File: src/rtl/uart_irq_pkg.sv
package uart_irq_pkg;
   localparam int unsigned REG_W    = 32;
   localparam int unsigned MODEM_N  = 4;   // index 0 dcd, 1 dsr, 2 cts, 3 ri

   // status word positions
   localparam int unsigned ST_RX    = 0;
   localparam int unsigned LIVE_LSB = 3;
   localparam int unsigned ST_OVR   = 13;
   localparam int unsigned ST_TXE   = 25;

   // enable word positions
   localparam int unsigned EN_MS    = 0;
   localparam int unsigned EN_RX    = 2;
   localparam int unsigned EN_TX    = 19;

   // control word position
   localparam int unsigned CTRL_GEN = 20;

   typedef enum logic [1:0] {
      GRP_PEND = 2'd0,
      GRP_MASK = 2'd1,
      GRP_CTRL = 2'd2
   } grp_sel_e;

   // change-flag position for modem line index
   function automatic int unsigned chg_pos(input int unsigned idx);
      case (idx)
         0:       return 18;
         1:       return 16;
         2:       return 17;
         default: return 22;
      endcase
   endfunction
endpackage

File: src/rtl/uirq_sync.sv
module uirq_sync #(
   parameter int unsigned W      = 1,
   parameter int unsigned STAGES = 2
)(
   input  logic         clk_i,
   input  logic         rst_ni,
   input  logic [W-1:0] d_i,
   output logic [W-1:0] q_o
);
   initial begin
      assert (STAGES >= 2) else $fatal(1, "uirq_sync: STAGES must be at least 2");
      assert (W >= 1)      else $fatal(1, "uirq_sync: W must be at least 1");
   end

   logic [W-1:0] ff_q [STAGES];

   genvar s;
   generate
      for (s = 0; s < STAGES; s++) begin : g_stage
         if (s == 0) begin : g_first
            always_ff @(posedge clk_i or negedge rst_ni) begin
               if (!rst_ni) ff_q[s] <= '0;
               else         ff_q[s] <= d_i;
            end
         end else begin : g_next
            always_ff @(posedge clk_i or negedge rst_ni) begin
               if (!rst_ni) ff_q[s] <= '0;
               else         ff_q[s] <= ff_q[s-1];
            end
         end
      end
   endgenerate

   assign q_o = ff_q[STAGES-1];
endmodule

File: src/rtl/uirq_chan.sv
module uirq_chan
   import uart_irq_pkg::*;
#(
   parameter int unsigned SYNC_STAGES = 2
)(
   input  logic               clk_i,
   input  logic               rst_ni,
   input  logic               rx_evt_i,
   input  logic               tx_evt_i,
   input  logic               ovr_evt_i,
   input  logic [MODEM_N-1:0] line_i,
   input  logic               st_wr_i,
   input  logic               en_wr_i,
   input  logic [REG_W-1:0]   wdata_i,
   output logic [REG_W-1:0]   status_o,
   output logic [REG_W-1:0]   enable_o,
   output logic               pend_o
);
   logic [MODEM_N-1:0] lvl, lvl_d, lvl_edge, chg_q;
   logic rx_q, ovr_q, tx_q;
   logic en_ms_q, en_rx_q, en_tx_q;

   uirq_sync #(.W(MODEM_N), .STAGES(SYNC_STAGES)) u_sync (
      .clk_i (clk_i),
      .rst_ni(rst_ni),
      .d_i   (line_i),
      .q_o   (lvl)
   );

   always_ff @(posedge clk_i or negedge rst_ni) begin
      if (!rst_ni) lvl_d <= '0;
      else         lvl_d <= lvl;
   end

   assign lvl_edge = lvl ^ lvl_d;

   genvar i;
   generate
      for (i = 0; i < MODEM_N; i++) begin : g_chg
         localparam int unsigned POS = chg_pos(i);
         always_ff @(posedge clk_i or negedge rst_ni) begin
            if (!rst_ni) chg_q[i] <= 1'b0;
            else         chg_q[i] <= lvl_edge[i] | (chg_q[i] & ~(st_wr_i & wdata_i[POS]));
         end
      end
   endgenerate

   // sticky events: a set in the same cycle as a clear wins
   always_ff @(posedge clk_i or negedge rst_ni) begin
      if (!rst_ni) begin
         rx_q  <= 1'b0;
         ovr_q <= 1'b0;
         tx_q  <= 1'b0;
      end else begin
         rx_q  <= rx_evt_i  | (rx_q  & ~(st_wr_i & wdata_i[ST_RX]));
         ovr_q <= ovr_evt_i | (ovr_q & ~(st_wr_i & wdata_i[ST_OVR]));
         tx_q  <= en_tx_q & (tx_evt_i | (tx_q & ~(st_wr_i & wdata_i[ST_TXE])));
      end
   end

   always_ff @(posedge clk_i or negedge rst_ni) begin
      if (!rst_ni) begin
         en_ms_q <= 1'b0;
         en_rx_q <= 1'b0;
         en_tx_q <= 1'b0;
      end else if (en_wr_i) begin
         en_ms_q <= wdata_i[EN_MS];
         en_rx_q <= wdata_i[EN_RX];
         en_tx_q <= wdata_i[EN_TX];
      end
   end

   always_comb begin
      status_o = '0;
      status_o[ST_RX] = rx_q;
      status_o[LIVE_LSB +: MODEM_N] = lvl;
      status_o[ST_OVR] = ovr_q;
      status_o[ST_TXE] = tx_q & en_tx_q;
      for (int k = 0; k < MODEM_N; k++) status_o[chg_pos(k)] = chg_q[k];
   end

   always_comb begin
      enable_o = '0;
      enable_o[EN_MS] = en_ms_q;
      enable_o[EN_RX] = en_rx_q;
      enable_o[EN_TX] = en_tx_q;
   end

   assign pend_o = (rx_q & en_rx_q) | (tx_q & en_tx_q) | ((|chg_q) & en_ms_q);

   logic unused_wdata;
   assign unused_wdata = ^wdata_i;
endmodule

File: src/rtl/uirq_group.sv
module uirq_group
   import uart_irq_pkg::*;
#(
   parameter int unsigned NUM_CH = 16
)(
   input  logic              clk_i,
   input  logic              rst_ni,
   input  logic              mask_wr_i,
   input  logic              ctrl_wr_i,
   input  logic [REG_W-1:0]  wdata_i,
   input  logic [NUM_CH-1:0] pend_i,
   output logic [NUM_CH-1:0] mask_o,
   output logic              gen_o,
   output logic              irq_o
);
   logic [NUM_CH-1:0] mask_q;
   logic              gen_q;

   always_ff @(posedge clk_i or negedge rst_ni) begin
      if (!rst_ni) begin
         mask_q <= '1;
         gen_q  <= 1'b0;
      end else begin
         if (mask_wr_i) mask_q <= wdata_i[NUM_CH-1:0];
         if (ctrl_wr_i) gen_q  <= wdata_i[CTRL_GEN];
      end
   end

   assign mask_o = mask_q;
   assign gen_o  = gen_q;
   assign irq_o  = gen_q & (|(pend_i & ~mask_q));

   logic unused_wdata;
   assign unused_wdata = ^wdata_i;
endmodule

File: src/rtl/uart_irq_aggr.sv
module uart_irq_aggr
   import uart_irq_pkg::*;
#(
   parameter  int unsigned NUM_CH      = 16,
   parameter  int unsigned SYNC_STAGES = 2,
   localparam int unsigned CH_IDX_W    = (NUM_CH > 1) ? $clog2(NUM_CH) : 1,
   localparam int unsigned ADDR_W      = CH_IDX_W + 2
)(
   input  logic              clk_i,
   input  logic              rst_ni,
   input  logic              wr_en_i,
   input  logic [ADDR_W-1:0] addr_i,
   input  logic [REG_W-1:0]  wdata_i,
   output logic [REG_W-1:0]  rdata_o,
   input  logic [NUM_CH-1:0] rx_evt_i,
   input  logic [NUM_CH-1:0] tx_evt_i,
   input  logic [NUM_CH-1:0] ovr_evt_i,
   input  logic [NUM_CH-1:0] dcd_i,
   input  logic [NUM_CH-1:0] dsr_i,
   input  logic [NUM_CH-1:0] cts_i,
   input  logic [NUM_CH-1:0] ri_i,
   output logic              irq_o
);
   initial begin
      assert (NUM_CH >= 1 && NUM_CH <= REG_W)
         else $fatal(1, "uart_irq_aggr: NUM_CH must be 1..32");
      assert (SYNC_STAGES >= 2)
         else $fatal(1, "uart_irq_aggr: SYNC_STAGES must be at least 2");
   end

   logic                in_grp, sel_en;
   logic [CH_IDX_W-1:0] ch_idx;
   logic [1:0]          grp_sel;

   assign in_grp  = addr_i[ADDR_W-1];
   assign ch_idx  = addr_i[CH_IDX_W:1];
   assign sel_en  = addr_i[0];
   assign grp_sel = addr_i[1:0];

   logic [NUM_CH-1:0][REG_W-1:0] ch_stat, ch_en;
   logic [NUM_CH-1:0]            pend, mask_q;
   logic                         gen_q;
   logic                         mask_wr, ctrl_wr;

   genvar c;
   generate
      for (c = 0; c < NUM_CH; c++) begin : g_ch
         logic hit, st_wr, en_wr;
         assign hit   = wr_en_i & ~in_grp & (ch_idx == CH_IDX_W'(c));
         assign st_wr = hit & ~sel_en;
         assign en_wr = hit &  sel_en;

         uirq_chan #(.SYNC_STAGES(SYNC_STAGES)) u_chan (
            .clk_i    (clk_i),
            .rst_ni   (rst_ni),
            .rx_evt_i (rx_evt_i[c]),
            .tx_evt_i (tx_evt_i[c]),
            .ovr_evt_i(ovr_evt_i[c]),
            .line_i   ({ri_i[c], cts_i[c], dsr_i[c], dcd_i[c]}),
            .st_wr_i  (st_wr),
            .en_wr_i  (en_wr),
            .wdata_i  (wdata_i),
            .status_o (ch_stat[c]),
            .enable_o (ch_en[c]),
            .pend_o   (pend[c])
         );
      end
   endgenerate

   assign mask_wr = wr_en_i & in_grp & (grp_sel == GRP_MASK);
   assign ctrl_wr = wr_en_i & in_grp & (grp_sel == GRP_CTRL);

   uirq_group #(.NUM_CH(NUM_CH)) u_group (
      .clk_i    (clk_i),
      .rst_ni   (rst_ni),
      .mask_wr_i(mask_wr),
      .ctrl_wr_i(ctrl_wr),
      .wdata_i  (wdata_i),
      .pend_i   (pend),
      .mask_o   (mask_q),
      .gen_o    (gen_q),
      .irq_o    (irq_o)
   );

   always_comb begin
      rdata_o = '0;
      if (in_grp) begin
         case (grp_sel)
            GRP_PEND: rdata_o = REG_W'(pend);
            GRP_MASK: rdata_o = REG_W'(mask_q);
            GRP_CTRL: rdata_o[CTRL_GEN] = gen_q;
            default:  rdata_o = '0;
         endcase
      end else begin
         for (int k = 0; k < NUM_CH; k++) begin
            if (ch_idx == CH_IDX_W'(k)) rdata_o = sel_en ? ch_en[k] : ch_stat[k];
         end
      end
   end
endmodule

File: config.mk
export PLATFORM = sky130hd
export DESIGN_NAME = uart_irq_aggr
export DESIGN_NICKNAME = d
export VERILOG_FILES = /design/src/rtl/uart_irq_pkg.sv /design/src/rtl/uirq_sync.sv /design/src/rtl/uirq_chan.sv /design/src/rtl/uirq_group.sv /design/src/rtl/uart_irq_aggr.sv
export SDC_FILE = /design/constraint.sdc
export NUM_CORES = 1
export LEC_CHECK = 0
export BUFFER_PORTS_ARGS = -buffer_cell sky130_fd_sc_hd__buf_2
export CORE_UTILIZATION = 50
export CTS_BUF_LIST = sky130_fd_sc_hd__clkbuf_8 sky130_fd_sc_hd__clkbuf_16
export CTS_CLUSTER_DIAMETER = 60
export DETAILED_ROUTE_END_ITERATION = 8
export PLACE_DENSITY = 0.73
export SLEW_MARGIN = 20
export SYNTH_ARGS = -nofsm -noshare
export SYNTH_HDL_FRONTEND = slang
export SYNTH_SLANG_ARGS = --single-unit
File: constraint.sdc
create_clock -name clk_i -period 3.83 [get_ports clk_i]
set_input_delay 0.383 -clock clk_i [delete_from_list [all_inputs] [get_ports clk_i]]
set_output_delay 0.383 -clock clk_i [all_outputs]
set_load 0.01 [all_outputs]
Word-level counts from Yosys, hierarchy flattened:

Index checks and enable logic that the tools add are counted.

* output and inout port bits: 33
* register bits after elaboration: 369
* input bits: 153

* reduce and logical (&&, ||, !) cells: 19
* eq/ne operators: 17
* bitwise operators: 617
* muxes and demuxes: 35

Operators by type and width (number)
* $mux W32: 16
* $mux W26: 17
* $and A1 B1 Y1: 341
* $or A1 B1 Y1: 144
* $not A1 Y1: 114
* $reduce_or A4 Y1: 16
* $xor A4 B4 Y4: 16
* $eq A4 B4 Y1 const B: 8
* $pmux W16 S2: 1
* $and A16 B16 Y16: 1
* $eq A4 B3 Y1 const B: 4
* $not A16 Y16: 1
* $reduce_or A16 Y1: 1
* $eq A4 B2 Y1 const B: 2
* $eq A4 B1 Y1 const B: 1
* $logic_not A4 Y1: 1
* $eq A2 B1 Y1 const B: 1
* $eq A2 B2 Y1 const B: 1
* $logic_not A2 Y1: 1
* $mux W1: 1

Logic depth before layout (Yosys ltp):

* depth in word-level cells: 19
* gate-level depth with buffers: 8
* depth with buffers taken out: 5

Cells and area by module:

A second synthesis with hierarchy kept.

* cell total of the unflattened synthesis: 3057
* area, all modules: 29827.4 µm²

By module, submodules not included
* uirq_chan: area an instance 943.4 µm², cells each 94, times used 16, seq. area each 350.3 µm²
* uart_irq_aggr: area an instance 10278.6 µm², cells each 1294, times used 1, seq. area each 0.0 µm²
* uirq_sync: area an instance 230.2 µm², cells each 12, times used 16, seq. area each 200.2 µm²
* uirq_group: area an instance 770.7 µm², cells each 67, times used 1, seq. area each 445.4 µm²

Worst setup path after synthesis:

Ideal clock, no wire load.

* path type: input port to output port
* start: input addr_i[0]
* end: output rdata_o[0]
* data arrival time: 1720 ps
* path slack: 1727 ps
* data required time: 3447 ps
* stages: 6
* cell sequence: buf_6 -> mux4_2 -> nor2b_1 -> a2111o_1 -> a31oi_1 -> a2bb2oi_1

* cells in the longest elaborated chain, start to end: 18
* elaborated cells on any way between the ends: 36
* those cells by class: 1 x eq/ne; 34 x mux; 1 x reduce/logical

Ends and longest elaborated chain
* from (decl): line uart_irq_aggr.sv:12 `input logic [ADDR_W-1:0] addr_i,`
* $mux W26 (2 in series): line uart_irq_aggr.sv:96 `if (ch_idx == CH_IDX_W'(k)) rdata_o = sel_en ? ch_en[k] : ch_stat[k];`
* $mux W32 (15 in series): line uart_irq_aggr.sv:96
* $mux W32 *: line uart_irq_aggr.sv:87 `if (in_grp) begin`
* to (decl): line uart_irq_aggr.sv:14 `output logic [REG_W-1:0] rdata_o,`

Mark *: on every way between the ends. The rest lies on a longest branch, timed or not.

Worst setup path in the final report:

* start: register g_ch[4].u_chan.chg_q[0]
* end: output rdata_o[4]

* cells in the longest elaborated chain, start to end: 5

Ends and longest elaborated chain
* from (decl): line uirq_chan.sv:19 `logic [MODEM_N-1:0] lvl, lvl_d, lvl_edge, chg_q;`
* from (signal, indexed assignment): line uirq_chan.sv:43 `else chg_q[i] <= lvl_edge[i] | (chg_q[i] & ~(st_wr_i & wdata_i[POS]));`
* $reduce_or A4 Y1: line uirq_chan.sv:89 `assign pend_o = (rx_q & en_rx_q) | (tx_q & en_tx_q) | ((|chg_q) & en_ms_q);`
* $and A1 B1 Y1: line uirq_chan.sv:89
* $or A1 B1 Y1: line uirq_chan.sv:89
* $pmux W16 S2: line uart_irq_aggr.sv:88 `case (grp_sel)`
* $mux W32: line uart_irq_aggr.sv:87

Every way passes these cells.

==> summary.txt <==
Clk_lat worst skew -> 0.54 ns
Post-Syn Area -> 15500 um^2
Cell Count, Final, Fillers Out -> 1947
Grt ovf -> 0
Routed vias -> 11900
ANT cells -> 0
DP HPWL -> 34600 um
Post-synth cell types -> 79
EDFF count, synth -> 0
CTS tree -> built
Final Wtd Congestion -> 0.985
Fmax -> 0.298 GHz
Leak pwr -> 7.80 nW
Cell area after layout -> 18800 um^2
Mux cell area share after synthesis -> 0.0768
RSZ-0062 raised after global routing -> no
DR iter-0 viols -> 1097
WL final -> 48600 um
Synth area leaders -> dfrtp_1 57%, mux2_2 5.4%, a21o_1 4.7%, xor2_1 3.6%, nand2_1 3.2%
TritonCTS buffer count -> 40
Cell taking the most area after synthesis -> dfrtp_1
CP Class -> reg -> out
Largest family of logic cells by synthesized area -> compound AO/OA/AOI/OAI gates
GR Layer Usage met2 -> 0.490
Share of the synthesized area in the top cell type -> 0.569
Initial core utilization -> 0.508
Placed instance area -> 16800 um^2
Crit-path leading delay family -> compound AO/OA/AOI/OAI gates
CP required -> 3.45 ns
GR Layer Usage met3 -> 0.0558
CTS sink cnt -> 369
Clock Tree Buf Depth -> 3
Largest fanout on the critical path -> 3
Setup_tns -> 0 ns
Worst R2R Setup Slack -> 2.90 ns
CP bufs+invs -> 1
Vias/cell -> 6.12
Synth Area in Adders -> 0
Main synth FF type -> dfrtp_1
Post_cts resized -> 0
Tot Pwr -> 0.00925 W
Flops & latches, synth -> 369
Crit. End Element -> output pin
Crit path largest cell delay -> 0.93 ns
Pwr per Cell Area -> 491 nW/um^2
Setup crit start -> g_ch[4].u_chan.status_o[18]
Antenna viol nets, final -> 0
Die Span X -> 178 um
Cells after Synth -> 1268
CP Launch Type -> flop
Slew @ Worst Pin -> 1.14 ns
Vias in the first global route -> 12000
H-tree levels -> 2
Final Hold Viols -> 0
Die area -> 31800 um^2
First-pass GRT wire length -> 73400 um
Worst path cell trace -> o41ai_1 > a21oi_1 > a21oi_1 > o21a_1 > a41oi_1 > buf_2
Reg-to-Reg Start -> g_ch[8].u_chan.u_sync.q_o[3]
Drt wl/cell -> 25.0 um
Cell count after placement -> 1808
Crit path max-delay cell type -> o41ai_1
IO Count -> 186
Share of post-route cells with drive strength above 1 -> 0.256
Post-CTS Setup Bufs -> 0
Clock Tree Root -> clkbuf_16
Core ar. -> 30600 um^2
Max-Cap Viols -> 0
CP arrival -> 2.97 ns
Row cnt -> 64
Status -> complete, no violations
Final period util -> 0.877
Most used cell, CP -> a21oi_1
Register area share after synthesis -> 0.596
Drt drc -> 0
P&R area growth vs syn -> 21.3%
Busiest grt layer -> met2
Final setup viols -> 0
Post-Synth XOR/XNOR Area -> 0.0367
Initial antenna violation count -> 0
Clock transition at path regs -> 0.06 ns
Synth Area in Compound Gates -> 0.169
Rel. slew slack -> 0.232
CTS Hold Bufs -> 65
Peak supply drop -> 0.000466 V
Post-synthesis simple-gate area fraction -> 0.0924
Largest net degree at the start of global routing -> 111
Clock Skew -> 0.00932 ns
Crit path time final -> 3.36 ns
Mean post-synth cell area -> 12.2 um^2
HP Start -> ovr_evt_i[1]
Nets@finish -> 1672
Yosys synthesis warning count -> 0
Worst Hold Class -> in -> reg
GRT Total Usage -> 0.316
Hold Slack -> 0.0218 ns
TritonRoute pass-1 iters -> 8
Slew Viols, Final -> 0
Fraction of registers with async set/reset -> 1.00
Met1 Use GR -> 0.446
Chip Height -> 178 um
Port Buffers -> 167
[per-layer routing]
layer  routed length (um)  up-vias
met5                    0        -
met4                 1660        0
met3                 4210      110
met2                22200      679
met1                20500     6010
li1                     -     5110
[registers in the layout, indices dropped and copies added, names as in the netlist]
signal / flops
g_ch.u_chan.status_o: 64
g_ch.u_chan.en_rx_q: 16
g_ch.u_chan.en_tx_q: 16
g_ch.u_chan.en_ms_q: 16
g_ch.u_chan.u_sync.ff_q: 64
g_ch.u_chan.rx_q: 16
u_group.gen_o: 1
u_group.mask_o: 16
g_ch.u_chan.tx_q: 16
g_ch.u_chan.lvl_d: 64
g_ch.u_chan.u_sync.q_o: 64
g_ch.u_chan.ovr_q: 16
[cell type report]
cell class	instances	area (um^2)
fill	2391	11800
clock inverter	29	263
clock buffer	45	1080
sequential	369	9250
tap	396	495
inverter	7	26.3
multi-input combinational	827	5860
timing repair buffer	274	1850
[cells by family (layout without fill, tap and decap cells)]
group,after synthesis,count (layout)
buffers and inverters,80,355
multiplexers,102,102
XOR/XNOR,65,65
flip-flops,369,369
AO/OA/AOI/OAI,368,368
other,1,9
AND/OR/NAND/NOR,283,283
[where the power goes]
part           switching, W  internal [W]  leakage [nW]
Sequential         0.000223       0.00416          4.12
Combinational      0.000575      0.000432          3.00
Clock               0.00164       0.00221         0.679
[cells in the final DEF (no fill, tap or decap), drive strengths merged, types with 9 or more instances in the layout]
cell,netlist,routed
nand3,23,23
xor2,64,64
o41ai,17,17
buf,49,209
nand4,11,11
nand2b,16,16
inv,7,19
o22ai,15,15
a21oi,46,46
o21ai,38,38
a31oi,22,22
nor2,34,34
nor3,18,18
o21a,19,19
clkinv,0,11
mux2i,22,22
a21o,97,97
a22oi,36,36
mux2,74,74
nor2b,11,11
dfrtp,353,353
dlygate4sd3,0,65
a21boi,15,15
dfstp,16,16
clkbuf,24,45
nand2,135,135
conb,1,9
[stage by stage]
| stage | util | worst slack, ns |
|---|---|---|
| global placement | 0.550 | 0.598 |
| floorplan | - | 1.73 |
| detailed placement | 0.550 | 0.585 |
| global route | 0.616 | 0.456 |
| finish | 0.616 | 0.472 |
| CTS | 0.616 | 0.591 |
[worst paths after layout]
path | to | cells past startpoint
min in group asynchronous | g_ch[2].u_chan.tx_q | 2
max in group asynchronous | g_ch[5].u_chan.status_o[17] | 3
max reg2reg | g_ch[8].u_chan.status_o[22] | 2
min | g_ch[1].u_chan.ovr_q | 2
min reg2reg | g_ch[11].u_chan.u_sync.q_o[3] | 0
max | rdata_o[4] | 6
[synthesized netlist by cell type, types with 4 or more instances]
library cell	count
buf_4	23
nor3_2	7
nand3_1	22
a222oi_1	4
mux2_2	74
a21oi_1	46
a32oi_1	8
nor3_1	11
dfstp_2	16
buf_2	19
nor2b_1	9
mux4_2	5
nor4_1	6
o21a_1	19
o211ai_1	4
buf_6	4
nand2b_1	16
o21ai_0	38
and2_1	6
xor2_1	64
inv_1	6
a31oi_1	22
and3_1	5
clkbuf_1	23
nand4_1	11
o41ai_1	16
o221ai_1	4
nor2_2	5
a21o_1	97
o31a_1	4
a22o_1	5
a21boi_0	15
o22ai_1	15
a32o_1	4
nand2_1	133
nor2_1	28
dfrtp_1	353
mux2i_1	22
a22oi_1	36
Power figures use the tool's default switching activity.
